$ cat config.mk
export PLATFORM = sky130hd
export DESIGN_NAME = fpcmp_unit
export DESIGN_NICKNAME = d
export VERILOG_FILES = /design/src/rtl/fpcmp_pkg.sv /design/src/rtl/fpcmp_classify.sv /design/src/rtl/fpcmp_order.sv /design/src/rtl/fpcmp_predicate.sv /design/src/rtl/fpcmp_unit.sv
export SDC_FILE = /design/constraint.sdc
export NUM_CORES = 1
export LEC_CHECK = 0
export CORE_UTILIZATION = 38
export CTS_BUF_LIST = sky130_fd_sc_hd__clkbuf_4 sky130_fd_sc_hd__clkbuf_8 sky130_fd_sc_hd__clkbuf_16
export DETAILED_ROUTE_END_ITERATION = 8
export PLACE_DENSITY = 0.87
export SYNTH_ARGS = -nofsm -noshare
export SYNTH_HDL_FRONTEND = slang
export SYNTH_HIERARCHICAL = 1
export SYNTH_SLANG_ARGS = --single-unit
$ cat constraint.sdc
create_clock -name clk -period 4.75 [get_ports clk]
set_input_delay 0.7125 -clock clk [delete_from_list [all_inputs] [get_ports clk]]
set_output_delay 0.7125 -clock clk [all_outputs]
set_load 0.02 [all_outputs]
$ cat src/rtl/fpcmp_pkg.sv
// Package: shared types for the compare condition unit.
// Assumes operands follow the IEEE-754 binary layout {sign, exponent, fraction}.
package fpcmp_pkg;

    // Per-operand classification produced by the classifier.
    typedef struct packed {
        logic nan;
        logic snan;
        logic zero;
    } opclass_t;

    // Relation between the two operands; at most one field is set.
    typedef struct packed {
        logic un;
        logic eq;
        logic lt;
    } rel_t;

    // Positions inside the 4-bit condition code.
    localparam int unsigned CODE_UN_BIT  = 0;
    localparam int unsigned CODE_EQ_BIT  = 1;
    localparam int unsigned CODE_LT_BIT  = 2;
    localparam int unsigned CODE_SIG_BIT = 3;
    localparam int unsigned CODE_W       = 4;

    // Named predicates of the lower three code bits.
    typedef enum logic [2:0] {
        PRED_NEVER = 3'd0,
        PRED_UN    = 3'd1,
        PRED_EQ    = 3'd2,
        PRED_UEQ   = 3'd3,
        PRED_LT    = 3'd4,
        PRED_ULT   = 3'd5,
        PRED_LE    = 3'd6,
        PRED_ULE   = 3'd7
    } pred_e;

endpackage

$ cat src/rtl/fpcmp_classify.sv
// Module: fpcmp_classify
// Sorts one operand into NaN, signalling NaN and zero of either sign.
// Assumes the fraction MSB set marks a quiet NaN.
module fpcmp_classify
    import fpcmp_pkg::*;
#(
    parameter int unsigned EXP_W = 8,
    parameter int unsigned MAN_W = 23
) (
    input  logic [EXP_W+MAN_W:0] op,
    output opclass_t             cls
);
    localparam int unsigned DATA_W = EXP_W + MAN_W + 1;

    logic [EXP_W-1:0] exp_f;
    logic [MAN_W-1:0] man_f;
    logic             exp_ones;
    logic             exp_zero;
    logic             man_zero;

    // Split the operand into its fields.
    always_comb begin
        exp_f = op[DATA_W-2 -: EXP_W];
        man_f = op[MAN_W-1:0];
    end

    // Field summaries.
    always_comb begin
        exp_ones = &exp_f;
        exp_zero = ~|exp_f;
        man_zero = ~|man_f;
    end

    // Classification flags.
    always_comb begin
        cls.nan  = exp_ones & ~man_zero;
        cls.snan = exp_ones & ~man_zero & ~man_f[MAN_W-1];
        cls.zero = exp_zero & man_zero;
    end

endmodule

$ cat src/rtl/fpcmp_order.sv
// Module: fpcmp_order
// Finds the relation of operand A to operand B by comparing sign and magnitude bits.
// Assumes the NaN and zero flags come from fpcmp_classify for the same operands.
module fpcmp_order
    import fpcmp_pkg::*;
#(
    parameter int unsigned EXP_W = 8,
    parameter int unsigned MAN_W = 23
) (
    input  logic [EXP_W+MAN_W:0] op_a,
    input  logic [EXP_W+MAN_W:0] op_b,
    input  logic                 nan_a,
    input  logic                 nan_b,
    input  logic                 zero_a,
    input  logic                 zero_b,
    output rel_t                 rel
);
    localparam int unsigned DATA_W = EXP_W + MAN_W + 1;
    localparam int unsigned MAG_W  = DATA_W - 1;

    logic             sign_a;
    logic             sign_b;
    logic [MAG_W-1:0] mag_a;
    logic [MAG_W-1:0] mag_b;
    logic             mag_lt;
    logic             mag_eq;

    // Separate sign and magnitude.
    always_comb begin
        sign_a = op_a[DATA_W-1];
        sign_b = op_b[DATA_W-1];
        mag_a  = op_a[MAG_W-1:0];
        mag_b  = op_b[MAG_W-1:0];
    end

    // Unsigned magnitude comparison.
    always_comb begin
        mag_lt = mag_a < mag_b;
        mag_eq = mag_a == mag_b;
    end

    // Resolve the relation: NaN first, then zeros, then signs, then magnitudes.
    always_comb begin
        rel = '0;
        if (nan_a | nan_b) begin
            rel.un = 1'b1;
        end else if (zero_a & zero_b) begin
            rel.eq = 1'b1;
        end else if (sign_a != sign_b) begin
            rel.lt = sign_a;
        end else if (!sign_a) begin
            rel.lt = mag_lt;
            rel.eq = mag_eq;
        end else begin
            rel.lt = ~mag_lt & ~mag_eq;
            rel.eq = mag_eq;
        end
    end

endmodule

$ cat src/rtl/fpcmp_predicate.sv
// Module: fpcmp_predicate
// Applies the condition code to the relation and derives the invalid-operation flag.
// Assumes at most one relation field is set.
module fpcmp_predicate
    import fpcmp_pkg::*;
(
    input  logic [CODE_W-1:0] code,
    input  rel_t              rel,
    input  logic              snan_a,
    input  logic              snan_b,
    output logic              result,
    output logic              invalid
);
    pred_e pred;
    logic  signalling;

    // Decode the code into predicate and signalling form.
    always_comb begin
        pred       = pred_e'(code[CODE_LT_BIT:CODE_UN_BIT]);
        signalling = code[CODE_SIG_BIT];
    end

    // Evaluate the predicate; PRED_NEVER still passes through exception logic.
    always_comb begin
        unique case (pred)
            PRED_NEVER: result = 1'b0;
            PRED_UN:    result = rel.un;
            PRED_EQ:    result = rel.eq;
            PRED_UEQ:   result = rel.un | rel.eq;
            PRED_LT:    result = rel.lt;
            PRED_ULT:   result = rel.un | rel.lt;
            PRED_LE:    result = rel.lt | rel.eq;
            PRED_ULE:   result = rel.un | rel.lt | rel.eq;
            default:    result = 1'b0;
        endcase
    end

    // Invalid: any signalling NaN, or any NaN under a signalling code.
    always_comb begin
        invalid = snan_a | snan_b | (signalling & rel.un);
    end

endmodule

$ cat src/rtl/fpcmp_unit.sv
// Module: fpcmp_unit (top)
// Registers a floating-point compare result on the cycle after start and
// exposes it at control-register index 1. Assumes start is a single-cycle strobe.
module fpcmp_unit
    import fpcmp_pkg::*;
#(
    parameter int unsigned EXP_W      = 8,
    parameter int unsigned MAN_W      = 23,
    parameter int unsigned CCR_IDX_W  = 4,
    parameter int unsigned CCR_DATA_W = 32
) (
    input  logic                    clk,
    input  logic                    rst_n,
    input  logic                    start,
    input  logic [EXP_W+MAN_W:0]    op_a,
    input  logic [EXP_W+MAN_W:0]    op_b,
    input  logic [CODE_W-1:0]       cond_sel,
    input  logic [CCR_IDX_W-1:0]    ccr_rd_idx,
    output logic                    cond_bit,
    output logic                    done,
    output logic                    invalid,
    output logic [CCR_DATA_W-1:0]   ccr_rd_data
);
    localparam int unsigned DATA_W   = EXP_W + MAN_W + 1;
    localparam int unsigned N_OPS    = 2;
    localparam logic [CCR_IDX_W-1:0] COND_IDX = CCR_IDX_W'(1);

    logic [DATA_W-1:0] ops [N_OPS];
    opclass_t          cls [N_OPS];
    rel_t              rel;
    logic              res_d;
    logic              inv_d;
    logic              cond_q;
    logic              inv_q;
    logic              done_q;

    // Gather operands for the classifier array.
    always_comb begin
        ops[0] = op_a;
        ops[1] = op_b;
    end

    // One classifier per operand.
    for (genvar gi = 0; gi < N_OPS; gi++) begin : g_cls
        fpcmp_classify #(.EXP_W(EXP_W), .MAN_W(MAN_W)) u_cls (
            .op  (ops[gi]),
            .cls (cls[gi])
        );
    end

    fpcmp_order #(.EXP_W(EXP_W), .MAN_W(MAN_W)) u_order (
        .op_a   (op_a),
        .op_b   (op_b),
        .nan_a  (cls[0].nan),
        .nan_b  (cls[1].nan),
        .zero_a (cls[0].zero),
        .zero_b (cls[1].zero),
        .rel    (rel)
    );

    fpcmp_predicate u_pred (
        .code    (cond_sel),
        .rel     (rel),
        .snan_a  (cls[0].snan),
        .snan_b  (cls[1].snan),
        .result  (res_d),
        .invalid (inv_d)
    );

    // Capture result and flag on a strobe; hold otherwise.
    always_ff @(posedge clk) begin
        if (!rst_n) begin
            cond_q <= 1'b0;
            inv_q  <= 1'b0;
        end else if (start) begin
            cond_q <= res_d;
            inv_q  <= inv_d;
        end
    end

    // One-cycle completion pulse.
    always_ff @(posedge clk) begin
        if (!rst_n) done_q <= 1'b0;
        else        done_q <= start;
    end

    // Control-register read port.
    always_comb begin
        ccr_rd_data = '0;
        if (ccr_rd_idx == COND_IDX) ccr_rd_data[0] = cond_q;
    end

    // Drive outputs.
    always_comb begin
        cond_bit = cond_q;
        invalid  = inv_q;
        done     = done_q;
    end

endmodule

# Yosys cells after proc, flatten, opt, wreduce, memory -nomap -nowiden
# Cells that the tools add are included.
# W data, S select, Z words.
[classes] bitwise_logic=20 order_cmp=1 eq_ne=10 muxes=9 reduce_logical=11
[op_table] operator="$reduce_or A23 Y1" count=2
[op_table] operator="$eq A31 B31 Y1" count=1
[op_table] operator="$lt A31 B31 Y1" count=1
[op_table] operator="$reduce_and A8 Y1" count=2
[op_table] operator="$reduce_or A8 Y1" count=2
[op_table] operator="$eq A3 B3 Y1 const B" count=4
[op_table] operator="$and A1 B1 Y1" count=9
[op_table] operator="$pmux W1 S8" count=1
[op_table] operator="$mux W1" count=7
[op_table] operator="$or A1 B1 Y1" count=7
[op_table] operator="$eq A3 B2 Y1 const B" count=2
[op_table] operator="$eq A4 B1 Y1 const B" count=1
[op_table] operator="$logic_not A1 Y1" count=4
[op_table] operator="$not A1 Y1" count=4
[op_table] operator="$eq A3 B1 Y1 const B" count=1
[op_table] operator="$logic_not A3 Y1" count=1
[op_table] operator="$mux W2" count=1
[op_table] operator="$ne A1 B1 Y1" count=1
[totals] output_inout_bits=35 reg_bits=3 in_bits=75 wordCells=54

# Depth between registers and ports, before layout
[logic_depth] depth_word=10 ltp_mapped=12 mapped_depth_nobuf=12

# Hierarchy
# Netlist, hierarchy kept.
[by_module_without_submodules] module="fpcmp_order" area_each_um2=883.3 instances=1 cells_per_inst=122
[by_module_without_submodules] module="fpcmp_unit" area_each_um2=349.1 instances=1 cells_per_inst=42
[by_module_without_submodules] module="fpcmp_classify" area_each_um2=107.6 instances=2 cells_per_inst=15
[by_module_without_submodules] module="fpcmp_predicate" area_each_um2=23.8 instances=1 cells_per_inst=3

# Worst setup path after synthesis
# OpenSTA, ideal clock, no wires.
[synth_path] kind="input port to flip-flop" from="in op_b[29]" to="reg cond_q, in the netlist cond_bit" path_slack_ps=1905 cell_stages=12 required_ps=4634 setup_time_ps=116 t_arrival_ps=2729 path_cell_list="inv_1 ha_1 nand4_2 or4_4 nor2_4 a211oi_2 nor4b_2 a2111oi_2 a222oi_1 inv_1 mux2i_1 nor2b_1"
[synth_rtl] element="start, declared" line_no="fpcmp_unit.sv:16" text="input logic [EXP_W+MAN_W:0] op_b,"
[synth_rtl] element="end signal, assigned" line_no="fpcmp_unit.sv:76" text="cond_q <= res_d;"
[synth_rtl] element="end, declared" line_no="fpcmp_unit.sv:33" text="logic cond_q;"

==> run_results.csv <==
group,metric,value,unit
die,die_height,64.2,microns
synth,ys_top_cells_by_area,"ha_1, buf_4, inv_1",
finish,layout.nets,385,
route,drc,0,
clock_network,cts.sinks,3,
synth,post-synth-top-area-fraction,26.4,%
route,initialDrtViolationCount,53,
sta,rsz0062_at_grt,"false",
clock_network,htree_num_levels,1,
die,start_util,39.9,%
route,wl,4090,microns
setup_path,critPathMaxStageDelay,0.58,ns
setup_path,slowest_stage,"or4_4",
place,hpwl,3720,microns
grt,first_global_vias,1613,
route,wl_per_cell,12.5,microns
synth,synth_edf_count,0,
grt,overflow,0,
grt,grt_pass1_wl,6560,microns
grt,grt_antenna_before_repair,0,
setup_path,critPathBufInv,3,
clock_network,cts_buffer_depth,2,
synth,yosys_warnings,6,
clock_network,clock-root-buffer,"clkbuf_8",
setup_path,path_max_fanout,4,
setup_path,path_class,"in -> reg",
sta,report.final.setup_viol,0,
power_and_ir_drop,ir_drop,46.0,uV
sta,drv_slew,0,
die,num_rows,22,
sta,period_share,71.1,%
clock_network,tritoncts,"yes",
hold_path,whs_path_depth,2,
sta,finalClockSkew,0,ns
hold_path,hold_class,"reg -> reg",
setup_path,crit_chain,"clkdlybuf4s50_1, inv_1, ha_1, nand4_1, or4_4, nor2_4, a211oi_2, nor4b_2, a2111oi_2, a222oi_1, inv_1, mux2i_1, nor2b_1",
sta,fin_ws,1.37,ns
setup_path,ff2ff_setup_slack,4.14,ns
clock_network,cts_hold_buffers,0,
place,portBuffers,78,
sta,fmax,296,MHz
setup_path,crit_arrival,3.49,ns
synth,syn_avg_cell_area,7.47,sq um
hold_path,min_from,"invalid$_SDFFE_PN0P_",
synth,synth_area,1470,sq um
sta,relSlewSlack,60.9,%
sta,fin_hold_ws,0.524,ns
setup_path,critPathTopFamily,"simple AND/OR/NAND/NOR gates",
die,die_x,64.2,microns
run,maxCapViolCount,0,
power_and_ir_drop,p_leak,0.00106,uW
setup_path,worst_r2r_startpoint,"cond_bit$_SDFFE_PN0P_",
synth,yosysTopAreaCell,"ha_1",
sta,finalHoldViolCount,0,
clock_network,cts_inserted_buffers,3,
route,via_count,1647,
place,globalplace.congestion,0.873,
die,dieArea,4120,sq um
synth,ys_ff_latch,3,
setup_path,crit_path_frequent_cell,"inv_1",
synth,async_reset_ff_share,0,%
setup_path,required,4.86,ns
die,core,3690,sq um
setup_path,timing.rr.end,"cond_bit$_SDFFE_PN0P_",
setup_path,critical_path.endpoint_type,"register",
clock_network,postCtsSetupBuffers,0,
clock_network,cts-resized-gates,0,
synth,syn_inst,197,
place,place_ws,1.15,ns
synth,ys_seq_area_share,4.08,%
grt,grt_max_degree,5,
clock_network,clkLatencyLatePin,0.22,ns
grt,track_usage,19.8,%
clock_network,clk_pin_slew,0.03,ns
route,ant_nets,0,
finish,syn_to_final_growth,52.3,%
finish,drive_gt1_share,6.83,%
route,dr.pass1.iters,4,
sta,worst_slew_pin_slew,0.571,ns
sta,finalSetupTns,0,ns
hold_path,hold_end,"invalid$_SDFFE_PN0P_",
setup_path,cp-start-kind,"primary input",
die,num_io_pins,110,
synth,ys_types,38,
finish,diodes,0,
setup_path,r2r_cells,2,
status,status,"finished, final reports clean",
power_and_ir_drop,p_per_area,125,nW/um^2
sta,fin_crit,3.38,ns
route,vias_per_cell,5.05,
synth,synthFlopType,"dfxtp_1",
[worst max path at each step]
stage                        start                     to  slack [ns]  depth (start not counted)
final                     op_b[22]  cond_bit$_SDFFE_PN0P_        1.37                         13
after global routing      op_b[22]  cond_bit$_SDFFE_PN0P_        1.17                         13
after CTS                 op_b[22]  cond_bit$_SDFFE_PN0P_        1.38                         13
after detailed placement  op_b[22]  cond_bit$_SDFFE_PN0P_        1.15                         13
after global placement    op_b[22]  cond_bit$_SDFFE_PN0P_        1.26                         13
after floorplan           op_b[29]  cond_bit$_SDFFE_PN0P_        1.91                         12
[power by group]
group	switching (uW)	internal, uW
Clock	18.6	63.1
Sequential	0.486	26.4
Combinational	83.2	89.4
[metal layers]
layer / up-vias / track usage (%) / routed length, microns
met5: - / 0 / 0
met4: 0 / 6.11 / 34
met3: 4 / 1.61 / 266
met2: 74 / 38.7 / 2110
met1: 740 / 22.3 / 1680
li1: 829 / - / -
[worst min-delay path: stages, from the launching register on]
cell     delay (ns)
dfxtp_1        0.32
mux2i_1        0.07
nor2b_1        0.09
[layout make-up]
cell class / count / area [sq um]
multi-input cells: 159 / 1160
repair buffers: 78 / 781
clock buffers: 4 / 48.8
flip-flops and latches: 3 / 60.1
inverters: 34 / 128
well taps: 48 / 60.1
fillers: 337 / 1450
[flip-flops by register name, summed over array words and instances, names as in the netlist]
name      cells
cond_bit      1
done          1
invalid       1
[cells in the mapped netlist, types with 2 or more instances]
cell       count
a2111oi_0      2
a211oi_1       3
a21oi_1       11
a221oi_1       2
and4_1         4
buf_4         31
dfxtp_1        3
ha_1          31
inv_1         34
mux2i_1        2
nand2_1        7
nand3_1        4
nand3b_1       2
nand4_1       10
nor2_1         6
nor2_2         2
nor2b_1        2
nor3_1         6
nor4_1        10
o21ai_1        3
or4_1          2
or4_4          4
[layout by cell type (no fill, tap or decap), drive strengths merged, types with 6 or more instances in the layout]
| cell type | count |
|---|---|
| nor3 | 6 |
| clkdlybuf4s50 | 78 |
| a21oi | 11 |
| nand2 | 7 |
| or4 | 6 |
| nor4 | 10 |
| conb | 31 |
| ha | 31 |
| nor2 | 9 |
| inv | 34 |
| nand4 | 11 |
[cell families (layout without fill, tap and decap cells)]
family | count (synthesis) | count (layout) | share of synthesized area, %
compound gates | 30 | 30 | 14.9
xor+xnor | 1 | 1 | 0.595
fa+ha+maj | 31 | 31 | 26.4
buf+inv | 65 | 116 | 24.5
flops | 3 | 3 | 4.08
mux | 2 | 2 | 1.36
other cells | 1 | 31 | 0.255
simple gates | 64 | 64 | 28.0
[through the flow]
step                      cell area (sq um)  std cells  utilization (%)  power, uW
after global routing                   2240        326             60.8        299
after floorplan                        1580        227                -        128
after global placement                 2190        322             59.4        195
after CTS                              2240        326             60.8        282
final                                  2240        326             60.8        281
after detailed placement               2190        322             59.4        198
Note: power is estimated with default switching activity, not from simulation.
